## config.mk

```make
export PLATFORM = sky130hd
export DESIGN_NAME = irq_pin_cond
export DESIGN_NICKNAME = d
export VERILOG_FILES = /design/src/rtl/irq_pin_pkg.sv /design/src/rtl/irq_pin_state.sv /design/src/rtl/irq_pin_action.sv /design/src/rtl/irq_pin_cond.sv
export SDC_FILE = /design/constraint.sdc
export NUM_CORES = 1
export LEC_CHECK = 0
export ABC_AREA = 1
export CORE_AREA = 2 2 39 41
export DETAILED_ROUTE_END_ITERATION = 10
export DIE_AREA = 0 0 41 43
export GPL_TIMING_DRIVEN = 0
export PLACE_DENSITY = 0.78
export SLEW_MARGIN = 30
export SYNTH_ARGS = -nofsm -noshare
export SYNTH_HDL_FRONTEND = slang
export SYNTH_SLANG_ARGS = --single-unit
```

## constraint.sdc

```tcl
create_clock -name clk_i -period 0.9 [get_ports clk_i]
set_input_delay 0.18 -clock clk_i [delete_from_list [all_inputs] [get_ports clk_i]]
set_output_delay 0.18 -clock clk_i [all_outputs]
set_load 0.01 [all_outputs]
```

## src/rtl/irq_pin_pkg.sv

```systemverilog
package irq_pin_pkg;
  parameter int unsigned NUM_PINS = 7;
  parameter int unsigned PIN_W    = 3;

  typedef enum logic [PIN_W-1:0] {
    PIN_EXT   = 3'd0,
    PIN_THERM = 3'd1,
    PIN_MCK   = 3'd2,
    PIN_CKSTP = 3'd3,
    PIN_HRST  = 3'd4,
    PIN_SRST  = 3'd5,
    PIN_TBEN  = 3'd6
  } pin_e;
endpackage

```

## src/rtl/irq_pin_state.sv

```systemverilog
module irq_pin_state
  import irq_pin_pkg::*;
(
  input  logic                clk_i,
  input  logic                rst_ni,
  input  logic                ev_valid_i,
  input  logic [PIN_W-1:0]    ev_pin_i,
  input  logic                ev_level_i,
  output logic [NUM_PINS-1:0] state_o,
  output logic [NUM_PINS-1:0] chg_o
);
  logic [NUM_PINS-1:0] state_q;

  for (genvar i = 0; i < NUM_PINS; i++) begin : g_pin
    // event hits this pin with a differing level
    assign chg_o[i] = ev_valid_i && (ev_pin_i == PIN_W'(i)) && (ev_level_i != state_q[i]);

    always_ff @(posedge clk_i or negedge rst_ni) begin
      if (!rst_ni)       state_q[i] <= 1'b0;
      else if (chg_o[i]) state_q[i] <= ev_level_i;
    end


    no_repeat_chk: assert property (@(posedge clk_i) disable iff (!rst_ni)
      (ev_valid_i && ev_pin_i == PIN_W'(i) && ev_level_i == state_q[i]) |=> $stable(state_q[i]));
  end

  assign state_o = state_q;


  bad_index_chk: assert property (@(posedge clk_i) disable iff (!rst_ni)
    (ev_valid_i && ev_pin_i >= PIN_W'(NUM_PINS)) |=> $stable(state_q));
endmodule

```

## src/rtl/irq_pin_action.sv

```systemverilog
module irq_pin_action
  import irq_pin_pkg::*;
(
  input  logic                clk_i,
  input  logic                rst_ni,
  input  logic [NUM_PINS-1:0] chg_i,
  input  logic                level_i,
  input  logic                mck_ack_i,
  output logic                pend_ext_o,
  output logic                pend_therm_o,
  output logic                pend_mck_o,
  output logic                pend_srst_o,
  output logic                halt_o
);
  logic ext_q, therm_q, mck_q, srst_q, halt_q;
  logic mck_set;

  assign mck_set = chg_i[PIN_MCK] && !level_i;

  always_ff @(posedge clk_i or negedge rst_ni) begin
    if (!rst_ni) begin
      ext_q   <= 1'b0;
      therm_q <= 1'b0;
      mck_q   <= 1'b0;
      srst_q  <= 1'b0;
      halt_q  <= 1'b0;
    end else begin
      if (chg_i[PIN_EXT])   ext_q   <= level_i;
      if (chg_i[PIN_THERM]) therm_q <= level_i;
      if (chg_i[PIN_SRST])  srst_q  <= level_i;
      if (chg_i[PIN_CKSTP]) halt_q  <= level_i;
      // set takes precedence over acknowledge
      if (mck_set)          mck_q   <= 1'b1;
      else if (mck_ack_i)   mck_q   <= 1'b0;
    end
  end

  assign pend_ext_o   = ext_q;
  assign pend_therm_o = therm_q;
  assign pend_mck_o   = mck_q;
  assign pend_srst_o  = srst_q;
  assign halt_o       = halt_q;


  ext_follow_chk: assert property (@(posedge clk_i) disable iff (!rst_ni)
    chg_i[PIN_EXT] |=> (ext_q == $past(level_i)));

  mck_fall_chk: assert property (@(posedge clk_i) disable iff (!rst_ni)
    (chg_i[PIN_MCK] && !level_i) |=> mck_q);

  mck_hold_chk: assert property (@(posedge clk_i) disable iff (!rst_ni)
    (mck_q && !mck_ack_i) |=> mck_q);

  halt_follow_chk: assert property (@(posedge clk_i) disable iff (!rst_ni)
    chg_i[PIN_CKSTP] |=> (halt_q == $past(level_i)));
endmodule

```

## src/rtl/irq_pin_cond.sv

```systemverilog
module irq_pin_cond
  import irq_pin_pkg::*;
(
  input  logic                clk_i,
  input  logic                rst_ni,
  input  logic                ev_valid_i,
  input  logic [PIN_W-1:0]    ev_pin_i,
  input  logic                ev_level_i,
  input  logic                mck_ack_i,
  output logic [NUM_PINS-1:0] pin_state_o,
  output logic                pend_ext_o,
  output logic                pend_therm_o,
  output logic                pend_mck_o,
  output logic                pend_srst_o,
  output logic                halt_o
);
  logic [NUM_PINS-1:0] chg;

  irq_pin_state u_state (
    .clk_i      (clk_i),
    .rst_ni     (rst_ni),
    .ev_valid_i (ev_valid_i),
    .ev_pin_i   (ev_pin_i),
    .ev_level_i (ev_level_i),
    .state_o    (pin_state_o),
    .chg_o      (chg)
  );

  irq_pin_action u_action (
    .clk_i        (clk_i),
    .rst_ni       (rst_ni),
    .chg_i        (chg),
    .level_i      (ev_level_i),
    .mck_ack_i    (mck_ack_i),
    .pend_ext_o   (pend_ext_o),
    .pend_therm_o (pend_therm_o),
    .pend_mck_o   (pend_mck_o),
    .pend_srst_o  (pend_srst_o),
    .halt_o       (halt_o)
  );


  bad_index_flags_chk: assert property (@(posedge clk_i) disable iff (!rst_ni)
    (ev_valid_i && ev_pin_i == 3'd7 && !mck_ack_i) |=>
      $stable({pend_ext_o, pend_therm_o, pend_mck_o, pend_srst_o, halt_o}));

  passive_pin_chk: assert property (@(posedge clk_i) disable iff (!rst_ni)
    (ev_valid_i && (ev_pin_i == 3'd4 || ev_pin_i == 3'd6) && !mck_ack_i) |=>
      $stable({pend_ext_o, pend_therm_o, pend_mck_o, pend_srst_o, halt_o}));
endmodule

```

Word-level counts from Yosys, hierarchy flattened:

Cells that the tools add are included.

* reduce and logical (&&, ||, !) cells: 18
* muxes and demuxes: 2
* equal/unequal tests: 13

Operator list (count)
* $logic_and A1 B1 Y1: 15
* $eq A3 B3 Y1 const B: 3
* $ne A1 B1 Y1: 7
* $eq A3 B2 Y1 const B: 2
* $eq A3 B1 Y1 const B: 1
* $logic_not A3 Y1: 1
* $mux W1: 2
* $reduce_bool A2 Y1: 1
* $logic_not A1 Y1: 1

* logic and storage cells: 41
* register bits after elaboration: 8
* input port bits: 8
* output and inout bits: 12

Depth between registers and ports, before layout:

Gate-level depths: netlist of the first run.

* word-level depth: 5
* depth in mapped cells: 6
* depth with buffers taken out: 6

Hierarchy:

A second synthesis of the first run with hierarchy kept.

* cell total of the unflattened synthesis: 88
* area, all modules: 656.9 µm²

Modules (own cells, without submodules)
* irq_pin_state: instances 1, seq. area each 175.2 µm², area an instance 452.9 µm², cells each 62
* irq_pin_action: instances 1, seq. area each 125.1 µm², area an instance 203.9 µm², cells each 26

Worst setup path before layout of the first run:

Ideal clock, no wire load.

* kind: reg2reg
* start: reg u_action.halt_o (netlist name)
* end: reg u_action.halt_q (netlist: u_action.halt_o)
* path buffers: 0
* required time: 0.787 ns
* arrival time: 0.635 ns
* period minus slack after synthesis: 0.748 ns
* slack: 0.152 ns
* stages on the path, launching flop included: 4
* cells stage by stage: dfrtp_1 o21bai_1 nand2_1 inv_1

RTL lines
* end signal: assignment: line irq_pin_action.sv:31 `if (chg_i[PIN_CKSTP]) halt_q <= level_i;`
* end: declaration: line irq_pin_action.sv:15 `logic ext_q, therm_q, mck_q, srst_q, halt_q;`

Worst setup path after layout of the first run:

* start: reg u_state.state_q[0] (netlist: u_state.state_o[0])
* end: out pin_state_o[0]

RTL lines
* start: declaration: line irq_pin_state.sv:12 `logic [NUM_PINS-1:0] state_q;`
* start signal: indexed assignment: line irq_pin_state.sv:20 `else if (chg_o[i]) state_q[i] <= ev_level_i;`
* end: declaration: line irq_pin_cond.sv:10 `output logic [NUM_PINS-1:0] pin_state_o,`

No word-level cell between the ends.

==> results.ini, run 1 <==
[synthesis]
synth_cells=67
synthMuxAreaShare_pct=0
synth_area_leader_cell=dfrtp_1
synth_compound_area_share_pct=3.774
yosysTopAreaCellShare_pct=43.13
synth_top_family_by_area=simple AND/OR/NAND/NOR gates
ys_seq_area_share_pct=43.13
syn-cell-area_sq_um=464.2
yosys.area_share.simple_pct=32.08
synth_seq_cells=8
ys_top_cells_by_area=dfrtp_1 43%, nand2_1 19%, inv_1 14%, buf_4 6.5%, nand3_1 5.4%
yosysUniqueCellTypes=12
synth.net_count=75
synth-xor-area-share_pct=0
synthAdderAreaFrac_pct=0
syn_area_per_cell_sq_um=6.928
yosys_warnings=0

[setup_path]
cp-end-kind=output port
critPathLaunchType=flop
slowest_stage=dfrtp_1
cp_top_family=flip-flops
cp_num_buf_inv=2
worstReg2RegStart=u_state.state_o[4]
worstRegToRegCells=5
slowest_delay_ns=0.41
cp_data_required_time_ns=0.72
crit_path_max_fanout=3
crit_top_cell=buf_6
arrival_ns=0.89
crit_type=flop to output port
r2r_end=u_state.state_o[4]
crit_chain=buf_6 -> buf_6
rrSetupSlack_ns=0.13

[sta]
tightest_slew_ns=0.3560
report.final.setup_viol=12
worst_slack_ns=-0.1703
slew_headroom_pct=76.19
fmax_mhz=934.3
slew_viol_final=0
period_needed_ns=1.070
hold_violations=0
worst_clock_skew_ns=0.00001577
rsz0062_at_grt=true
fin_crit_sh_pct=118.9

[place]
port_buffers=19
dp_cells=102
finalWeightedCongestion=0.6847
place_ws_ns=-0.3509
dpl.hpwl_um=716.3

[detailed_routing]
drt-initial-drc-count=7
drc=0
routed_wl_um=908
num_vias=445
drt-vias-per-instance=4.159
postRouteAntennaNets=0
drtPass1Iterations=4
wl_per_cell_um=8.486

[job]
maxCapViolCount=0

[floorplan]
placeableCoreArea_sq_um=1384
die_area_sq_um=1763
start_util_pct=33.54
die_h_um=43
io_pins=20
fp-row-count=14
die_w_um=41

[power]
power.leakage_nw=0.3975
powerDensity_nw_per_um2=1752
irDropWorstVdd_v=0.0008804

[global_routing]
grt_max_degree=9
grt_pass1_vias=396
grt_usage_pct=12.27
grt_pass1_wl_um=1442
antenna_found_initial=0
overflow=0

[cells_and_area]
mostFrequentLayoutCells=23 x nand2_1, 17 x inv_1, 8 x buf_6, 8 x buf_2, 8 x dfrtp_1
fill_cells=160
final_cells=107
syn_to_final_growth_pct=47.98
drive_gt1_share_pct=28.57
layout_commonest_cell=nand2_1
diodes=0
final_nets=101

[cts]
cts.path.max_buffers=2
cts_tree=done
cts_buffers=3
clkSlewWorstSetupHoldPaths_ns=0.06
cts.sinks=8
ctsHtreeMaxLevel=1
clk_latency_ns=0.26
clock_tree.root_cell=clkbuf_4

[status]
status=complete, but fails checks
violations=setup timing

[hold_path]
hold_class=input port to asynchronous set/reset pin

## sequential cells by signal (all words and copies together) (netlist names)
register and cells:
u_action.pend_srst_o 1, u_action.halt_o 1, u_state.state_o 5, u_action.pend_mck_o 1
## cell type report
class / instances / area (sq um) / area share (%)
Buffer: 4 / 45.04 / 6.557
Clock buffer: 3 / 22.52 / 3.279
Inverter: 18 / 67.56 / 9.836
Multi-Input combinational cell: 37 / 166.4 / 24.23
Sequential cell: 8 / 200.2 / 29.14
Tap cell: 16 / 20.02 / 2.914
Timing Repair Buffer: 21 / 165.2 / 24.04
## routing by layer
| metal | track usage, % | up-vias | part of all wire [%] |
|---|---|---|---|
| li1 | - | 237 | - |
| met1 | 12.62 | 189 | 41 |
| met2 | 21.25 | 17 | 49 |
| met3 | 4.712 | 2 | 8.7 |
| met4 | 4.000 | 0 | 0.88 |
| met5 | 0 | - | 0 |
## logic make-up (layout without fill, tap and decap cells)
| logic type | count (synthesis) | in the layout |
|---|---|---|
| and+or+nand+nor | 34 | 34 |
| DFF | 8 | 8 |
| AOI/OAI and AO/OA | 3 | 3 |
| buffers and inverters | 22 | 46 |
## power by group
| group | leakage [nW] | internal, W | switching (W) |
|---|---|---|---|
| clock network | 0.0138 | 0.000153 | 0.000133 |
| registers | 0.0908 | 0.000421 | 0.0000421 |
| logic | 0.293 | 0.000254 | 0.000199 |
| total | 0.398 | 0.000828 | 0.000375 |
## worst max-delay path by stage
stage / from / endpoint / slack [ns] / cells after the start
after floorplan: u_action.halt_o / u_action.halt_o / 0.15 / 3
after global placement: ev_pin_i[1] / u_state.state_o[2] / -0.34 / 6
after detailed placement: ev_pin_i[1] / u_state.state_o[2] / -0.35 / 6
after CTS: u_state.state_o[0] / pin_state_o[0] / -0.17 / 2
after global routing: u_state.state_o[0] / pin_state_o[0] / -0.20 / 2
final: u_state.state_o[0] / pin_state_o[0] / -0.17 / 2
## synth_stat cells
| master | count |
|---|---|
| buf_4 | 4 |
| dfrtp_1 | 8 |
| inv_1 | 17 |
| inv_2 | 1 |
| nand2_1 | 23 |
| nand2_2 | 1 |
| nand3_1 | 5 |
| nor2_1 | 2 |
| nor2_2 | 2 |
| nor2_4 | 1 |
| o21ai_1 | 2 |
| o21bai_1 | 1 |
## metrics by stage
stage	util, %	hold slack (ns)	total power [W]	area [sq um]	setup TNS [ns]
after global placement	48.73	0.4719	0.0009199	674.4	-4.640
final	49.64	0.1964	0.001203	686.9	-1.151
after detailed placement	48.73	0.4826	0.0009351	674.4	-4.918
after CTS	49.64	0.2184	0.001212	686.9	-1.144
after global routing	49.64	0.2238	0.001292	686.9	-1.491
after floorplan	-	-0.1156	0.0006773	464.2	0
## what timing repair did
item | 4_1_cts | 5_1_grt
setup buffers | 2 | 0
gates cloned | 0 | 0
hold buffers | 0 | 0
hold endpoints to repair | 0 | 0
pin swaps | 2 | 0
resized for setup | 60 | 0
endpoints found under the setup margin | 20 | 12
No activity file was read; power rests on OpenSTA's default activity.
==> run 2: changes to the inputs <==
--- a/config.mk
+++ b/config.mk
@@ -10,8 +10,9 @@
 export DETAILED_ROUTE_END_ITERATION = 10
 export DIE_AREA = 0 0 41 43
 export GPL_TIMING_DRIVEN = 0
-export PLACE_DENSITY = 0.78
+export PLACE_DENSITY_LB_ADDON = 0.1
 export SLEW_MARGIN = 30
 export SYNTH_ARGS = -nofsm -noshare
 export SYNTH_HDL_FRONTEND = slang
 export SYNTH_SLANG_ARGS = --single-unit
+export TNS_END_PERCENT = 100
==> run 2 against run 1 <==
The run still ends with setup timing left; die area is the same; first-iteration DRC count shrank 57%; utilization shrank 0.36 points; final cell count shrank 0.93%; via count shrank 2.7%; highest routed layer unchanged; non-clock buffer count shrank 1; register-to-register slack gained 0.03 ns; critical path depth is the same; final area shrank 0.73%.
==> results.ini, run 2 (synthesized netlist as in run 1, its figures left out) <==
[setup_path]
slowest_stage=dfrtp_1
cp_data_required_time_ns=0.72  ; about the same
arrival_ns=0.87  ; -0.02 ns
worstRegToRegCells=3  ; -2
r2r_end=u_action.halt_o
crit_path_max_fanout=3  ; unchanged
crit_type=flop to output port
cp_num_buf_inv=2  ; unchanged
endpoint=pin_state_o[1]
setup.worst_path.start=u_state.state_o[1]
critPathLaunchType=flop
slowest_delay_ns=0.39  ; -0.02 ns
cp-end-kind=output port
crit_top_cell=buf_6
rrSetupSlack_ns=0.16  ; +0.03 ns
cp_top_family=flip-flops
worstReg2RegStart=u_action.halt_o
cp.depth=2  ; unchanged
crit_chain=buf_6 -> buf_6

[global_routing]
grt_usage_pct=13.29  ; +1.0 points
antenna_found_initial=0  ; unchanged
overflow=0  ; unchanged
grt_pass1_wl_um=1476  ; +2.4%
grt_pass1_vias=358  ; -9.6%
grt_max_degree=9  ; unchanged

[cts]
clock_tree.root_cell=clkbuf_4
cts_tree=done
ctsHtreeMaxLevel=1  ; unchanged
cts.path.max_buffers=2  ; unchanged
clkSlewWorstSetupHoldPaths_ns=0.05  ; about the same
clk_latency_ns=0.25  ; about the same
cts_buffers=3  ; unchanged
cts.sinks=8  ; unchanged
postCtsHoldBufs=0  ; unchanged

[floorplan]
die_area_sq_um=1763  ; unchanged
die_w_um=41  ; unchanged
die_h_um=43  ; unchanged
io_pins=20  ; unchanged
start_util_pct=33.54  ; unchanged
fp-row-count=14  ; unchanged
placeableCoreArea_sq_um=1384  ; unchanged

[sta]
whs_ns=0.2102  ; +0.01386 ns
fin_crit_sh_pct=116.7  ; -2.2 points
slew_viol_final=0  ; unchanged
fmax_mhz=952.3  ; +1.9%
worst_clock_skew_ns=0.0002585  ; +0.0002427 ns
rsz0062_at_grt=true
tightest_slew_ns=0.3727  ; +0.01676 ns
worst_slack_ns=-0.1501  ; +0.02012 ns
report.final.setup_viol=12  ; unchanged
slew_headroom_pct=75.07  ; -1.1 points
period_needed_ns=1.050  ; -0.02012 ns
fin_tns_setup_ns=-1.036  ; +0.1149 ns
hold_violations=0  ; unchanged

[place]
dp_cells=102  ; unchanged
place_ws_ns=-0.3656  ; -0.01472 ns
finalWeightedCongestion=0.7366  ; +7.6%
dpl.hpwl_um=656  ; -8.4%
port_buffers=19  ; unchanged

[cells_and_area]
largest_register_ffs=5  ; unchanged
final_cells=106  ; -0.93%
drive_gt1_share_pct=30.00  ; +1.4 points
mostFrequentLayoutCells=23 x nand2_1, 16 x inv_1, 8 x buf_6, 8 x buf_2, 8 x dfrtp_1
fill_cells=152  ; -5.0%
layout_commonest_cell=nand2_1
diodes=0  ; unchanged
final_nets=100  ; -0.99%
syn_to_final_growth_pct=46.90

[status]
status=complete, but fails checks
violations=setup timing

[job]
maxCapViolCount=0  ; unchanged

[power]
power.leakage_nw=0.3918  ; -1.4%
powerDensity_nw_per_um2=1721  ; -1.7%
irDropWorstVdd_v=0.001292  ; +47%

[detailed_routing]
drc=0  ; unchanged
drtPass1Iterations=4  ; unchanged
routed_wl_um=847  ; -6.7%
wl_per_cell_um=7.991  ; -5.8%
num_vias=433  ; -2.7%
postRouteAntennaNets=0  ; unchanged
drt-vias-per-instance=4.085  ; -1.8%
drt-initial-drc-count=3  ; -4

[hold_path]
hold_class=input port to asynchronous set/reset pin

run 2: cell count changes in the layout (fill, tap and decap cells not counted), sizes merged:
cell	change
buf	-1
run 2: power by group:
part	internal [W]	switching, W
Sequential	0.000421	0.0000413
Combinational	0.000245	0.000194
Clock	0.000152	0.000119
run 2: layout make-up:
type / instances / area (sq um) / share of cell area, %
Timing Repair Buffer: 20 / 157.7 / 23.12
Multi-Input combinational cell: 37 / 168.9 / 24.77
Tap cell: 16 / 20.02 / 2.936
Clock buffer: 3 / 22.52 / 3.303
Sequential cell: 8 / 200.2 / 29.36
Buffer: 4 / 45.04 / 6.606
Inverter: 18 / 67.56 / 9.908
run 2: worst min-delay path by stage:
stage	start	end	slack (ns)
final	rst_ni	u_state.state_o[2]	0.21
after detailed placement	u_action.pend_mck_o	u_action.pend_mck_o	0.48
after global routing	rst_ni	u_action.pend_mck_o	0.24
after floorplan	rst_ni	u_action.halt_o	-0.12
after CTS	rst_ni	u_state.state_o[0]	0.22
after global placement	u_action.pend_mck_o	u_action.pend_mck_o	0.47
run 2: worst reg2reg max path: cells and delay by family (launching register included):
| family | cells | cell delay, ns |
|---|---|---|
| AOI/OAI and AO/OA | 1 | 0.16 |
| buffers and inverters | 1 | 0.03 |
| and+or+nand+nor | 1 | 0.05 |
| DFF | 1 | 0.39 |
run 2: repair_timing:
action | in CTS | in global routing
gates cloned | 0 | 0
setup endpoints to repair | 20 | 16
resized for setup | 61 | 1
buffers inserted | 0 | 1
pin swaps | 2 | 0
run 2: per-layer routing:
metal / wire, um / share of wire, % / GRT usage (%)
met1: 364 / 43 / 15.28
met4: 9 / 1.1 / 6.000
met2: 398 / 47 / 18.13
met3: 75 / 8.9 / 9.424
met5: 0 / 0 / 0
run 2: per-stage QoR:
| step | power (W) | util, % | instance area [sq um] |
|---|---|---|---|
| 6_report | 0.001174 | 49.28 | 681.9 |
| 5_1_grt | 0.001269 | 49.28 | 681.9 |
| 4_1_cts | 0.001182 | 48.73 | 674.4 |
| 3_5_place_dp | 0.0009287 | 48.73 | 674.4 |
| 3_3_place_gp | 0.0009209 | 48.73 | 674.4 |
| 2_1_floorplan | 0.0006773 | - | 464.2 |
==> run 3: changes to the inputs <==
--- a/config.mk
+++ b/config.mk
@@ -11,6 +11,7 @@
 export DIE_AREA = 0 0 41 43
 export GPL_TIMING_DRIVEN = 0
 export PLACE_DENSITY_LB_ADDON = 0.1
+export SKIP_LAST_GASP = 1
 export SLEW_MARGIN = 30
 export SYNTH_ARGS = -nofsm -noshare
 export SYNTH_HDL_FRONTEND = slang
==> results of run 3 <==
No change in the layout: final DEF, timing and power equal those of run 2.
